[config.mk]
export PLATFORM = sky130hd
export DESIGN_NAME = pin_func_mux
export DESIGN_NICKNAME = d
export VERILOG_FILES = /design/src/rtl/pfm_pkg.sv /design/src/rtl/pfm_pin_decode.sv /design/src/rtl/pfm_mgmt_chan.sv /design/src/rtl/pin_func_mux.sv
export SDC_FILE = /design/constraint.sdc
export NUM_CORES = 1
export LEC_CHECK = 0
export ABC_AREA = 1
export BUFFER_PORTS_ARGS = -buffer_cell sky130_fd_sc_hd__buf_2
export CAP_MARGIN = 5
export CORE_UTILIZATION = 47
export CTS_CLUSTER_SIZE = 30
export DETAILED_ROUTE_END_ITERATION = 6
export GPL_TIMING_DRIVEN = 0
export PLACE_DENSITY = 0.8
export SYNTH_ARGS = -nofsm -noshare
export SYNTH_HDL_FRONTEND = slang
export SYNTH_HIERARCHICAL = 1
export SYNTH_SLANG_ARGS = --single-unit
[constraint.sdc]
create_clock -name clk -period 0.8 [get_ports clk]
set_input_delay 0.04 -clock clk [delete_from_list [all_inputs] [get_ports clk]]
set_output_delay 0.04 -clock clk [all_outputs]
set_load 0.005 [all_outputs]
[src/rtl/pfm_pkg.sv]
package pfm_pkg;
   typedef enum logic [1:0] {
      K_DIRECT = 2'd0,
      K_DEFER  = 2'd1,
      K_BAD    = 2'd2
   } code_kind_e;
endpackage

[src/rtl/pfm_pin_decode.sv]
module pfm_pin_decode #(
   parameter int L1_W      = 4,
   parameter int L2_W      = 6,
   parameter int FIDX_W    = 7,
   parameter int L1_DIRECT = 10,
   parameter int L1_DEFER  = 15,
   parameter int L2_MAX    = 61,
   parameter int MGMT_A    = 8,
   parameter int MGMT_B    = 9
) (
   input  logic              clk,
   input  logic              rst_n,
   input  logic [L1_W-1:0]   l1_i,
   input  logic [L2_W-1:0]   l2_i,
   output logic [FIDX_W-1:0] fidx_o,
   output logic              en_o,
   output logic              err_o,
   output logic              mgmt_o
);
   import pfm_pkg::*;

   localparam logic [L1_W-1:0]   DIR_LIM = L1_W'(L1_DIRECT);
   localparam logic [L1_W-1:0]   DEF_CODE = L1_W'(L1_DEFER);
   localparam logic [L2_W-1:0]   L2_LIM = L2_W'(L2_MAX);
   localparam logic [L2_W-1:0]   MG_A = L2_W'(MGMT_A);
   localparam logic [L2_W-1:0]   MG_B = L2_W'(MGMT_B);
   localparam logic [FIDX_W-1:0] L2_BASE = FIDX_W'(L1_DIRECT);

   code_kind_e        kind;
   logic [FIDX_W-1:0] nxt_fidx;
   logic              nxt_mgmt;

   always_comb begin
      if (l1_i < DIR_LIM)
         kind = K_DIRECT;
      else if (l1_i == DEF_CODE && l2_i <= L2_LIM)
         kind = K_DEFER;
      else
         kind = K_BAD;
   end

   always_comb begin
      nxt_fidx = '0;
      nxt_mgmt = 1'b0;
      unique case (kind)
         K_DIRECT: nxt_fidx = FIDX_W'(l1_i);
         K_DEFER: begin
            nxt_fidx = L2_BASE + FIDX_W'(l2_i);
            nxt_mgmt = (l2_i == MG_A) || (l2_i == MG_B);
         end
         default: nxt_fidx = '0;
      endcase
   end

   always_ff @(posedge clk or negedge rst_n) begin
      if (!rst_n) begin
         fidx_o <= '0;
         en_o   <= 1'b0;
         err_o  <= 1'b0;
         mgmt_o <= 1'b0;
      end else begin
         fidx_o <= nxt_fidx;
         en_o   <= (kind != K_BAD);
         err_o  <= (kind == K_BAD);
         mgmt_o <= nxt_mgmt;
      end
   end

   a_r2_direct_follows: assert property (@(posedge clk) disable iff (!rst_n)
      (l1_i < DIR_LIM) |=> (en_o && !err_o && fidx_o == FIDX_W'($past(l1_i))));

   a_r3_defer_follows: assert property (@(posedge clk) disable iff (!rst_n)
      (l1_i == DEF_CODE && l2_i <= L2_LIM) |=>
      (en_o && !err_o && fidx_o == L2_BASE + FIDX_W'($past(l2_i))));

   a_r5_bad_is_safe: assert property (@(posedge clk) disable iff (!rst_n)
      (l1_i >= DIR_LIM && !(l1_i == DEF_CODE && l2_i <= L2_LIM)) |=>
      (err_o && !en_o && !mgmt_o && fidx_o == '0));

   a_r6_mgmt_needs_en: assert property (@(posedge clk) disable iff (!rst_n)
      mgmt_o |-> (en_o && !err_o));
endmodule

[src/rtl/pfm_mgmt_chan.sv]
module pfm_mgmt_chan #(
   parameter int SRC_W = 3
) (
   input  logic             clk,
   input  logic             rst_n,
   input  logic [SRC_W-1:0] src_i,
   output logic [SRC_W-1:0] src_o,
   output logic             oe_o
);
   always_ff @(posedge clk or negedge rst_n) begin
      if (!rst_n) begin
         src_o <= '0;
         oe_o  <= 1'b0;
      end else begin
         src_o <= src_i;
         oe_o  <= |src_i;
      end
   end

   a_r7_oe_tracks_src: assert property (@(posedge clk) disable iff (!rst_n)
      1'b1 |=> (oe_o == ($past(src_i) != '0) && src_o == $past(src_i)));

   a_r7_float_off: assert property (@(posedge clk) disable iff (!rst_n)
      (src_o == '0) |-> !oe_o);
endmodule

[src/rtl/pin_func_mux.sv]
module pin_func_mux #(
   parameter int NUM_PINS  = 4,
   parameter int NUM_MGMT  = 2,
   parameter int L1_W      = 4,
   parameter int L2_W      = 6,
   parameter int SRC_W     = 3,
   parameter int L1_DIRECT = 10,
   parameter int L1_DEFER  = 15,
   parameter int L2_MAX    = 61,
   parameter int MGMT_A    = 8,
   parameter int MGMT_B    = 9,
   localparam int FIDX_W   = $clog2(L1_DIRECT + L2_MAX + 1)
) (
   input  logic                      clk,
   input  logic                      rst_n,
   input  logic [NUM_PINS*L1_W-1:0]  l1_code_i,
   input  logic [NUM_PINS*L2_W-1:0]  l2_code_i,
   input  logic [NUM_MGMT*SRC_W-1:0] mgmt_src_i,
   output logic [NUM_PINS*FIDX_W-1:0] pin_fidx_o,
   output logic [NUM_PINS-1:0]       pin_en_o,
   output logic [NUM_PINS-1:0]       pin_err_o,
   output logic [NUM_PINS-1:0]       pin_mgmt_o,
   output logic [NUM_MGMT*SRC_W-1:0] mgmt_src_o,
   output logic [NUM_MGMT-1:0]       mgmt_oe_o
);
   if (L1_DEFER < L1_DIRECT || L1_DEFER >= (1 << L1_W)) begin : g_bad_defer
      $error("pin_func_mux: defer code outside primary code space");
   end
   if (L2_MAX >= (1 << L2_W)) begin : g_bad_l2
      $error("pin_func_mux: secondary limit exceeds code width");
   end
   if (MGMT_A > L2_MAX || MGMT_B > L2_MAX || MGMT_A == MGMT_B) begin : g_bad_mgmt
      $error("pin_func_mux: management functions misconfigured");
   end

   for (genvar p = 0; p < NUM_PINS; p++) begin : g_pin
      pfm_pin_decode #(
         .L1_W(L1_W), .L2_W(L2_W), .FIDX_W(FIDX_W),
         .L1_DIRECT(L1_DIRECT), .L1_DEFER(L1_DEFER), .L2_MAX(L2_MAX),
         .MGMT_A(MGMT_A), .MGMT_B(MGMT_B)
      ) u_dec (
         .clk    (clk),
         .rst_n  (rst_n),
         .l1_i   (l1_code_i[p*L1_W +: L1_W]),
         .l2_i   (l2_code_i[p*L2_W +: L2_W]),
         .fidx_o (pin_fidx_o[p*FIDX_W +: FIDX_W]),
         .en_o   (pin_en_o[p]),
         .err_o  (pin_err_o[p]),
         .mgmt_o (pin_mgmt_o[p])
      );
   end

   for (genvar c = 0; c < NUM_MGMT; c++) begin : g_chan
      pfm_mgmt_chan #(.SRC_W(SRC_W)) u_chan (
         .clk   (clk),
         .rst_n (rst_n),
         .src_i (mgmt_src_i[c*SRC_W +: SRC_W]),
         .src_o (mgmt_src_o[c*SRC_W +: SRC_W]),
         .oe_o  (mgmt_oe_o[c])
      );
   end

   a_r4_err_excludes_en: assert property (@(posedge clk) disable iff (!rst_n)
      (pin_err_o & pin_en_o) == '0);

   a_r1_reset_quiet: assert property (@(posedge clk)
      !rst_n |-> (pin_en_o == '0 && pin_err_o == '0 && mgmt_oe_o == '0));
endmodule

==> results of run 1 <==
[state kept, by name, indices dropped and copies added (netlist names)]
name,cells
g_pin.u_dec/mgmt_o,4
g_pin.u_dec/en_o,4
g_pin.u_dec/fidx_o,28
g_chan.u_chan/src_o,6
g_pin.u_dec/err_o,4
g_chan.u_chan/oe_o,2
[worst min-delay path by stage]
stage	start	end	slack (ns)	cells after the start
2_1_floorplan	rst_n	g_chan[0].u_chan/oe_o	-0.26	0
3_3_place_gp	mgmt_src_i[4]	g_chan[1].u_chan/src_o[1]	0.16	1
3_5_place_dp	mgmt_src_i[2]	g_chan[0].u_chan/src_o[2]	0.16	1
4_1_cts	rst_n	g_chan[1].u_chan/src_o[0]	-0.05	1
5_1_grt	rst_n	g_pin[3].u_dec/fidx_o[2]	0.01	1
6_report	rst_n	g_pin[3].u_dec/fidx_o[2]	-0.08	1
[logic make-up (layout without fill, tap and decap cells)]
group	Yosys count	after routing	synth area share
and+or+nand+nor	160	160	0.355
buffers and inverters	34	158	0.0588
AOI/OAI and AO/OA	4	4	0.00923
adders and majority gates	4	4	0.0231
DFF	48	48	0.554
[routing by layer]
metal	track usage	vias up	wire length, um
met4	0.0667	0	44
li1	-	1011	-
met2	0.372	56	2360
met5	0	-	0
met3	0.0274	4	185
met1	0.221	862	1760
[synth_stat cells]
master    number
nand2_1       82
dfrtp_1       48
inv_1         30
nand3_1       28
nor2_1        22
nand2_2        8
nand2_4        8
ha_1           4
inv_2          4
nand3b_1       4
nor2_2         4
nor2_4         4
o21ai_0        4
[layout make-up]
type,instances,area (um^2)
repair buffers,117,696
clock buffers,7,96.3
flip-flops and latches,48,1200
well taps,52,65.1
inverters,34,128
fillers,349,1360
multi-input cells,168,841
[repair_timing]
| item | in CTS | in global routing |
|---|---|---|
| endpoints found under the setup margin | 44 | 48 |
| setup buffers | 0 | 0 |
| hold buffers | 22 | 0 |
| endpoints found under the hold margin | 68 | 0 |
[power by group through the flow]
| stage | sequential, uW | combinational, uW | clock, uW |
|---|---|---|---|
| after floorplan | 2630 | 304 | 0 |
| after global placement | 2610 | 684 | 0 |
| after detailed placement | 2610 | 703 | 0 |
| after CTS | 2560 | 786 | 1510 |
| after global routing | 2570 | 895 | 1610 |
| final | 2560 | 786 | 1440 |
[metrics by stage]
stage          total power [uW]  hold slack, ns  utilization
3_3_place_gp               3290           0.164        0.618
5_1_grt                    5070          0.0126        0.690
4_1_cts                    4850         -0.0470        0.690
3_5_place_dp               3310           0.164        0.618
2_1_floorplan              2930          -0.256            -
6_report                   4790         -0.0774        0.690
[cell usage in the layout, fill, tap and decap left out]
cell            n
nand2_1        82
o21ai_0         4
nor2_1         22
nand3b_1        4
inv_2           4
nor2_4          4
buf_2          95
nand2_4         8
dlygate4sd3_1  22
nand3_1        28
nand2_2         8
clkbuf_8        7
inv_1          30
dfrtp_1        48
ha_1            4
nor2_2          4
==> out/results.tsv, run 1 <==
stage	metric	value	unit
yosys	Synth Register Bits	48	
power	Seq pwr share	0.535	
yosys	Synth warnings	6	
worst_setup_path	crit path cell chain	buf_2	
yosys	post-synth top area cell	dfrtp_1	
yosys	post-synthesis cell area	2170	um^2
timing	count of pins over their slew limit	0	
worst_setup_path	CP Buf/Inv Count	1	
cells_and_area	Finished Layout Cells	426	
cts	root buf cell	clkbuf_8	
timing	final worst setup slack	-0.0236	ns
worst_setup_path	Slowest-stage cell, CP	dfrtp_1	
timing	RSZ-0062 raised after global routing	true	
power	switching power	1130	uW
cts	cts bufs inserted	5	
floorplan	core box area	4380	um^2
route	antenna-violating nets left	0	
yosys	Synth cell types	13	
timing	max_slew headroom	0.340	
worst_setup_path	Crit path largest cell delay	0.38	ns
power	PwrDens	1580	nW/um^2
timing	Final TNS setup	-0.241	ns
yosys	top post-synthesis cells by area	dfrtp_1 55%, nand2_1 14%, nand3_1 6.5%, inv_1 5.2%, nand2_4 4.2%	
yosys	Mean Syn Cell Area	8.68	um^2
worst_setup_path	Startpoint Class	flip-flop	
worst_setup_path	worst endpoint data arrival time	0.78	ns
status	violated checks	hold timing, setup timing	
route	wire per inst	10.2	um
placement	Detail Placement HPWL	3.19	mm
timing	endpoints failing setup	25	
cts	post-CTS sizing	0	
timing	worst hold margin	-0.0774	ns
floorplan	die width	69.9	um
placement	DP Worst Slack	-0.129	ns
worst_setup_path	WS Path Type	flip-flop to output port	
route	Vias/cell	4.54	
power	combinational share of power	0.164	
route	Detailed Routing Iterations Pass 1	4	
global_routing	initial antenna violation count	0	
power	peak supply drop	0.797	mV
yosys	sequential fraction of the synthesis area	0.554	
global_routing	first-pass GRT wire length	7.72	mm
floorplan	Chip Height	69.9	um
worst_setup_path	endpoint class of the critical path	output port	
global_routing	GRT Overall Usage	0.196	
timing	fin crit share	1.03	
cts	TritonCTS clock tree	done	
placement	IO buf count	95	
status	outcome	finished with violations	
cts	Clock Path Buffers	2	
cells_and_area	Design Area, Final	3030	um^2
power	Cell Int Power	3660	uW
timing	Max Freq	1.21	GHz
power	clock power share	0.301	
timing	Final min period	0.824	ns
hold_path	Hold Path Class	primary input to async pin	
route	Via Count	1933	
cells_and_area	antenna fix cells	0	
timing	Final Hold Vio Count	48	
timing	Slew @ Worst Pin	0.991	ns
route	Post-Route WL	4.35	mm
cts	Sink Count	48	
placement	routability cong.	0.825	
yosys	Post-Syn Nets	302	
job	max-cap violations	0	
floorplan	Starting Density	0.495	
placement	placed inst area	2710	um^2
floorplan	Die Area	4890	um^2
route	initial DRC count	99	
cells_and_area	share of layout cells above drive strength 1	0.348	
global_routing	GRT overflow	0	
floorplan	Ports	96	
cells_and_area	Synth-to-Final Area Change	39.5	%
placement	placed cell count	397	
worst_setup_path	CP startpoint	g_pin[1].u_dec/fidx_o[0]	
worst_setup_path	Critical Path Stages	1	
power	Sw Share	0.235	
global_routing	largest net degree at the start of global routing	49	
cts	Reg clk slew, reported paths	0.08	ns
floorplan	row count	24	
route	DRC	0	
power	leakage	0.00176	uW
worst_setup_path	CP delay by family, top	flip-flops	
global_routing	vias in the first global route	1877	
worst_setup_path	CP endpoint	pin_fidx_o[7]	
cells_and_area	NumNets Final	426	
worst_setup_path	worst endpoint required time	0.76	ns
yosys	Synth top area share	0.554	
yosys	Synth Instances	250	
cts	H-tree depth	2	
worst_setup_path	CP max FO	1	
No activity file was read; power rests on OpenSTA's default activity.
==> inputs of run 2 (changes only) <==
Settings changed: GPL_TIMING_DRIVEN 0 to unset.
==> run 2 against run 1 <==
Compared with the run above: the flow finishes with violations (setup timing); critical path depth unchanged; sequential power about the same; setup slack got worse by 0.0098 ns.
==> out/results.tsv, run 2 (same netlist as run 1, synthesis figures left out) <==
stage	metric	value	unit	change
floorplan	die width	69.9	um	unchanged
power	leakage	0.00178	uW	+1.1%
global_routing	GRT Overall Usage	0.189		-0.00697
floorplan	Chip Height	69.9	um	unchanged
timing	Max Freq	1.20	GHz	-1.2%
status	violated checks	setup timing		
placement	IO buf count	95		unchanged
floorplan	Ports	96		unchanged
worst_setup_path	worst endpoint required time	0.76	ns	about the same
global_routing	vias in the first global route	1879		+0.11%
global_routing	GRT overflow	0		unchanged
cts	Sink Count	48		unchanged
cts	H-tree depth	2		unchanged
timing	RSZ-0062 raised after global routing	true		
power	PwrDens	1680	nW/um^2	+6.3%
floorplan	core box area	4380	um^2	unchanged
worst_setup_path	CP startpoint	g_pin[0].u_dec/fidx_o[1]		
status	outcome	finished with violations		
timing	endpoints failing setup	32		+28%
cells_and_area	Synth-to-Final Area Change	41.2	%	
cts	cts bufs inserted	5		unchanged
cells_and_area	antenna fix cells	0		unchanged
worst_setup_path	CP max FO	1		unchanged
job	max-cap violations	0		unchanged
placement	Detail Placement HPWL	3.35	mm	+5.0%
hold_path	Hold Path Class	primary input to flip-flop		
timing	fin crit share	1.04		+0.0122
floorplan	row count	24		unchanged
timing	Slew @ Worst Pin	0.336	ns	-0.655 ns
worst_setup_path	crit path cell chain	buf_2		
worst_setup_path	CP Buf/Inv Count	1		unchanged
timing	worst hold margin	0.00961	ns	+0.0870 ns
route	Vias/cell	4.54		+0.13%
placement	placed inst area	2740	um^2	+1.0%
global_routing	first-pass GRT wire length	7.40	mm	-4.2%
route	Via Count	1940		+0.36%
global_routing	initial antenna violation count	0		unchanged
power	peak supply drop	0.923	mV	+16%
timing	count of pins over their slew limit	0		unchanged
global_routing	largest net degree at the start of global routing	49		unchanged
route	DRC	0		unchanged
floorplan	Die Area	4890	um^2	unchanged
worst_setup_path	worst endpoint data arrival time	0.79	ns	about the same
floorplan	Starting Density	0.495		unchanged
worst_setup_path	endpoint class of the critical path	output port		
route	Post-Route WL	4.37	mm	+0.32%
worst_setup_path	WS Path Type	flip-flop to output port		
cts	Reg clk slew, reported paths	0.08	ns	about the same
cells_and_area	NumNets Final	426		unchanged
cts	post-CTS sizing	0		unchanged
worst_setup_path	CP delay by family, top	flip-flops		
cells_and_area	commonest non-fill, non-tap cell in the layout	buf_2		
cells_and_area	most frequent cells in the layout	95 x buf_2, 82 x nand2_1, 48 x dfrtp_1, 30 x inv_1, 28 x nand3_1		
cts	root buf cell	clkbuf_8		
worst_setup_path	CP endpoint	pin_fidx_o[1]		
cells_and_area	fin util	0.699		+0.00856
route	wire per inst	10.2	um	about the same
timing	max_slew headroom	0.774		+0.434
power	Power Total	5150	uW	+7.7%
cells_and_area	max FFs per register	28		unchanged
worst_setup_path	Startpoint Class	flip-flop		
timing	Final Hold Vio Count	0		-100%
route	initial DRC count	112		+13%
cells_and_area	most flop-heavy register	g_pin.u_dec/fidx_o		
cells_and_area	Design Area, Final	3060	um^2	+1.2%
worst_setup_path	Critical Path Stages	1		unchanged
timing	final worst setup slack	-0.0334	ns	-0.00977 ns
placement	routability cong.	0.797		-3.3%
timing	Final TNS setup	-0.387	ns	-0.145 ns
route	antenna-violating nets left	0		unchanged
worst_setup_path	Slowest-stage cell, CP	dfrtp_1		
worst_setup_path	Crit path largest cell delay	0.38	ns	about the same
timing	Final min period	0.833	ns	+0.00977 ns
route	Detailed Routing Iterations Pass 1	4		unchanged
cts	Clock Path Buffers	2		unchanged
cells_and_area	Regs by FF count	g_pin.u_dec/fidx_o: 28 flops, g_chan.u_chan/src_o: 6 flops		
hold_path	hold path startpoint	l1_code_i[2]		
cells_and_area	share of layout cells above drive strength 1	0.355		+0.00707
cts	TritonCTS clock tree	done		
## run 2: per-stage QoR
| step | worst slack (ns) | instances |
|---|---|---|
| 2_1_floorplan | 0.175 | 250 |
| 3_3_place_gp | 0.000225 | 399 |
| 3_5_place_dp | -0.0277 | 399 |
| 4_1_cts | -0.0450 | 427 |
| 5_1_grt | -0.0738 | 427 |
| 6_report | -0.0334 | 427 |
## run 2: area by class of cell
| type | instances | area (um^2) |
|---|---|---|
| Timing Repair Buffer | 117 | 703 |
| Inverter | 34 | 128 |
| Fill cell | 365 | 1320 |
| Clock inverter | 1 | 30.0 |
| Sequential cell | 48 | 1200 |
| Tap cell | 52 | 65.1 |
| Clock buffer | 7 | 96.3 |
| Multi-Input combinational cell | 168 | 841 |
## run 2: what timing repair did
action | in CTS | in global routing
hold buffers | 20 | 0
endpoints found under the hold margin | 66 | 0
endpoints found under the setup margin | 44 | 48
setup buffers | 0 | 0
## run 2: where the power goes
group          switching (uW)  internal [uW]  total [uW]
Clock                     696           1100        1800
Sequential               28.1           2530        2560
Combinational             429            365         794
## run 2: routing by layer
layer	global-route usage	part of all wire	up-vias
met3	0.0361	0.052	7
met5	0	0	-
met1	0.211	0.42	860
met2	0.348	0.51	63
li1	-	-	1010
met4	0.0756	0.017	0
## run 2: worst min path at each step
stage | slack [ns] | cells after the start | endpoint
CTS | 0.003 | 3 | g_pin[2].u_dec/fidx_o[3]
global placement | 0.04 | 2 | g_pin[0].u_dec/fidx_o[4]
detailed placement | 0.04 | 2 | g_pin[0].u_dec/fidx_o[4]
floorplan | -0.26 | 0 | g_chan[0].u_chan/oe_o
global route | 0.009 | 3 | g_pin[0].u_dec/fidx_o[0]
finish | 0.01 | 3 | g_pin[0].u_dec/fidx_o[2]
==> inputs of run 3 (changes only) <==
Settings changed: ABC_AREA 1 to unset, CORE_UTILIZATION 47 to 45, PLACE_DENSITY 0.8 to 0.78.
==> run 3 against run 2 <==
Compared with the run above: the run ends with hold timing, setup timing left; first-iteration DRC count is 13% lower; critical endpoint is now g_chan[1].u_chan/oe_o; non-clock buffer count is 28 higher; clock-buffer cell count is 2 lower; hold slack worse by 0.15 ns; die area is 5.0% lower; highest routed layer unchanged.
==> out/results.tsv, run 3 <==
stage	metric	value	unit	change
cells_and_area	Synth-to-Final Area Change	52.0	%	
yosys	Post-Syn Nets	222		-26%
placement	routability cong.	0.855		+7.3%
yosys	Synth warnings	6		unchanged
global_routing	largest net degree at the start of global routing	29		-41%
placement	Detail Placement HPWL	3.72	mm	+11%
yosys	Synth cell types	18		+5
yosys	Synth Instances	170		-32%
timing	endpoints failing setup	50		+56%
floorplan	Die Area	4650	um^2	-5.0%
worst_setup_path	CP startpoint	mgmt_src_i[3]		
cells_and_area	Regs by FF count	g_pin.u_dec/fidx_o: 28 flops, g_chan.u_chan/src_o: 6 flops		
placement	IO buf count	95		unchanged
timing	Slew @ Worst Pin	0.340	ns	+0.00460 ns
timing	Max Freq	1.15	GHz	-3.9%
timing	Final min period	0.867	ns	+0.0340 ns
floorplan	core box area	4090	um^2	-6.8%
job	max-cap violations	0		unchanged
power	leakage	0.00157	uW	-12%
timing	worst hold margin	-0.143	ns	-0.153 ns
worst_setup_path	endpoint class of the critical path	flip-flop		
yosys	top post-synthesis cells by area	dfrtp_1 61%, xor2_1 7.1%, nand4_1 3.8%, o21ai_0 3.0%, ha_1 2.5%		
yosys	Post-synth EDFFs	0		unchanged
floorplan	Ports	96		unchanged
route	antenna-violating nets left	0		unchanged
cts	Reg clk slew, reported paths	0.09	ns	about the same
yosys	post-synthesis cell area	1970	um^2	-9.2%
route	Post-Route WL	4.60	mm	+5.4%
global_routing	first-pass GRT wire length	7.31	mm	-1.2%
cells_and_area	antenna fix cells	0		unchanged
worst_setup_path	WS Path Type	primary input to flip-flop		
timing	RSZ-0062 raised after global routing	true		
cts	H-tree depth	2		unchanged
floorplan	Chip Height	68.2	um	-2.6%
cts	root buf cell	clkbuf_8		
hold_path	Hold Path Class	primary input to flip-flop		
yosys	Synth Register Bits	48		unchanged
cts	Sink Count	48		unchanged
yosys	post-synth top area cell	dfrtp_1		
yosys	Mean Syn Cell Area	11.6	um^2	+33%
yosys	commonest cells in the synthesized netlist	48 x dfrtp_1, 16 x xor2_1		
timing	count of pins over their slew limit	0		unchanged
global_routing	vias in the first global route	1733		-7.8%
route	wire per inst	12.3	um	+21%
floorplan	die width	68.2	um	-2.6%
power	peak supply drop	0.928	mV	+0.50%
global_routing	GRT overflow	0		unchanged
global_routing	initial antenna violation count	0		unchanged
timing	final worst setup slack	-0.0674	ns	-0.0340 ns
yosys	sequential fraction of the synthesis area	0.610		+0.0563
cts	cts bufs inserted	5		unchanged
timing	Final Hold Vio Count	4		+4
cts	post-CTS sizing	0		unchanged
floorplan	row count	23		-4.2%
worst_setup_path	CP max FO	2		+1
yosys	FFs w/ async S/R, synth	1.00		unchanged
route	Via Count	1832		-5.6%
status	violated checks	hold timing, setup timing		
yosys	Synth Flop Type	dfrtp_1		
status	outcome	finished with violations		
cells_and_area	NumNets Final	374		-12%
power	PwrDens	1590	nW/um^2	-5.4%
route	initial DRC count	98		-13%
global_routing	GRT Overall Usage	0.214		+0.0253
route	DRC	0		unchanged
cells_and_area	most flop-heavy register	g_pin.u_dec/fidx_o		
hold_path	hold path startpoint	mgmt_src_i[0]		
timing	fin crit share	1.08		+0.0425
worst_setup_path	worst endpoint data arrival time	1.04	ns	+0.25 ns
cells_and_area	max FFs per register	28		unchanged
worst_setup_path	worst endpoint required time	0.97	ns	+0.21 ns
cells_and_area	commonest non-fill, non-tap cell in the layout	buf_2		
floorplan	Starting Density	0.482		-0.0129
worst_setup_path	CP endpoint	g_chan[1].u_chan/oe_o		
worst_setup_path	Startpoint Class	primary input		
cells_and_area	share of layout cells above drive strength 1	0.477		+0.122
route	Detailed Routing Iterations Pass 1	7		+3
timing	max_slew headroom	0.773		about the same
cts	TritonCTS clock tree	done		
route	Vias/cell	4.91		+8.1%
cells_and_area	most frequent cells in the layout	95 x buf_2, 48 x dfrtp_1, 43 x buf_4, 16 x xor2_1		
yosys	Synth top area share	0.610		+0.0563
yosys	most frequent cell after synthesis	dfrtp_1		
cts	Clock Path Buffers	2		unchanged
cells_and_area	Fill cells	314		-14%
placement	DP Worst Slack	-0.159	ns	-0.131 ns
run 3: cell types whose count changed after synthesis, moves of 8 or more:
cell	change
nand2_4	-8
nand2_1	-70
nand2_2	-8
nand3_1	-20
o22ai_1	+8
inv_1	-22
xor2_1	+16
o21ai_0	+8
nor2_1	-10
nand4_1	+12
run 3: per-layer routing:
metal | wire [um] | global-route usage | up-vias
met5 | 0 | 0 | -
met4 | 81 | 0.104 | 0
met3 | 240 | 0.0450 | 11
met2 | 2540 | 0.398 | 67
met1 | 1750 | 0.225 | 839
li1 | - | - | 915
run 3: critical path, cell delays in order:
cell and delay (ns):
buf_2 0.09, dlygate4sd3_1 0.57, or3_1 0.34
run 3: through the flow:
stage	instance area (um^2)	setup TNS, ns	std cells	total power [uW]	utilization
floorplan	1970	0	170	2850	-
global placement	2830	-1.22	358	3370	0.693
detailed placement	2830	-1.73	358	3400	0.693
CTS	2980	-1.53	372	4810	0.730
global route	2990	-3.07	373	5040	0.732
finish	2990	-0.969	373	4760	0.732
run 3: cell families after synthesis:
logic type | synth area share
simple gates | 0.161
flops | 0.610
compound gates | 0.117
xor+xnor | 0.0712
buf+inv | 0.0152
fa+ha+maj | 0.0254
run 3: how the worst min path moves through the flow:
stage | end | slack (ns) | depth (start not counted)
final | g_chan[0].u_chan/src_o[0] | -0.14 | 1
after global routing | g_chan[0].u_chan/src_o[0] | -0.15 | 1
after CTS | g_chan[0].u_chan/src_o[1] | -0.15 | 1
after detailed placement | g_pin[0].u_dec/mgmt_o | 0.03 | 2
after global placement | g_pin[0].u_dec/mgmt_o | 0.02 | 2
after floorplan | g_chan[0].u_chan/oe_o | -0.26 | 0
run 3: power by group:
| part | leakage, uW | internal, uW | switching, uW |
|---|---|---|---|
| registers | 0.000609 | 2530 | 26.9 |
| clock network | 0.0000404 | 618 | 770 |
| logic | 0.000921 | 424 | 389 |
| total | 0.00157 | 3570 | 1190 |
run 3: repair_timing:
action / in CTS / in global routing
setup buffers: 0 / 0
pin swaps: 0 / 1
cloned: 0 / 0
hold buffers: 6 / 4
endpoints found under the hold margin: 57 / 8
endpoints found under the setup margin: 48 / 50
run 3: cell type report:
| cell class | count | area [um^2] | share of cell area |
|---|---|---|---|
| Sequential cell | 48 | 1200 | 0.401 |
| Timing Repair Buffer | 145 | 868 | 0.290 |
| Multi-Input combinational cell | 114 | 738 | 0.247 |
| Clock buffer | 5 | 68.8 | 0.0230 |
| Tap cell | 50 | 62.6 | 0.0209 |
| Inverter | 8 | 30.0 | 0.0100 |
| Clock inverter | 3 | 23.8 | 0.00794 |
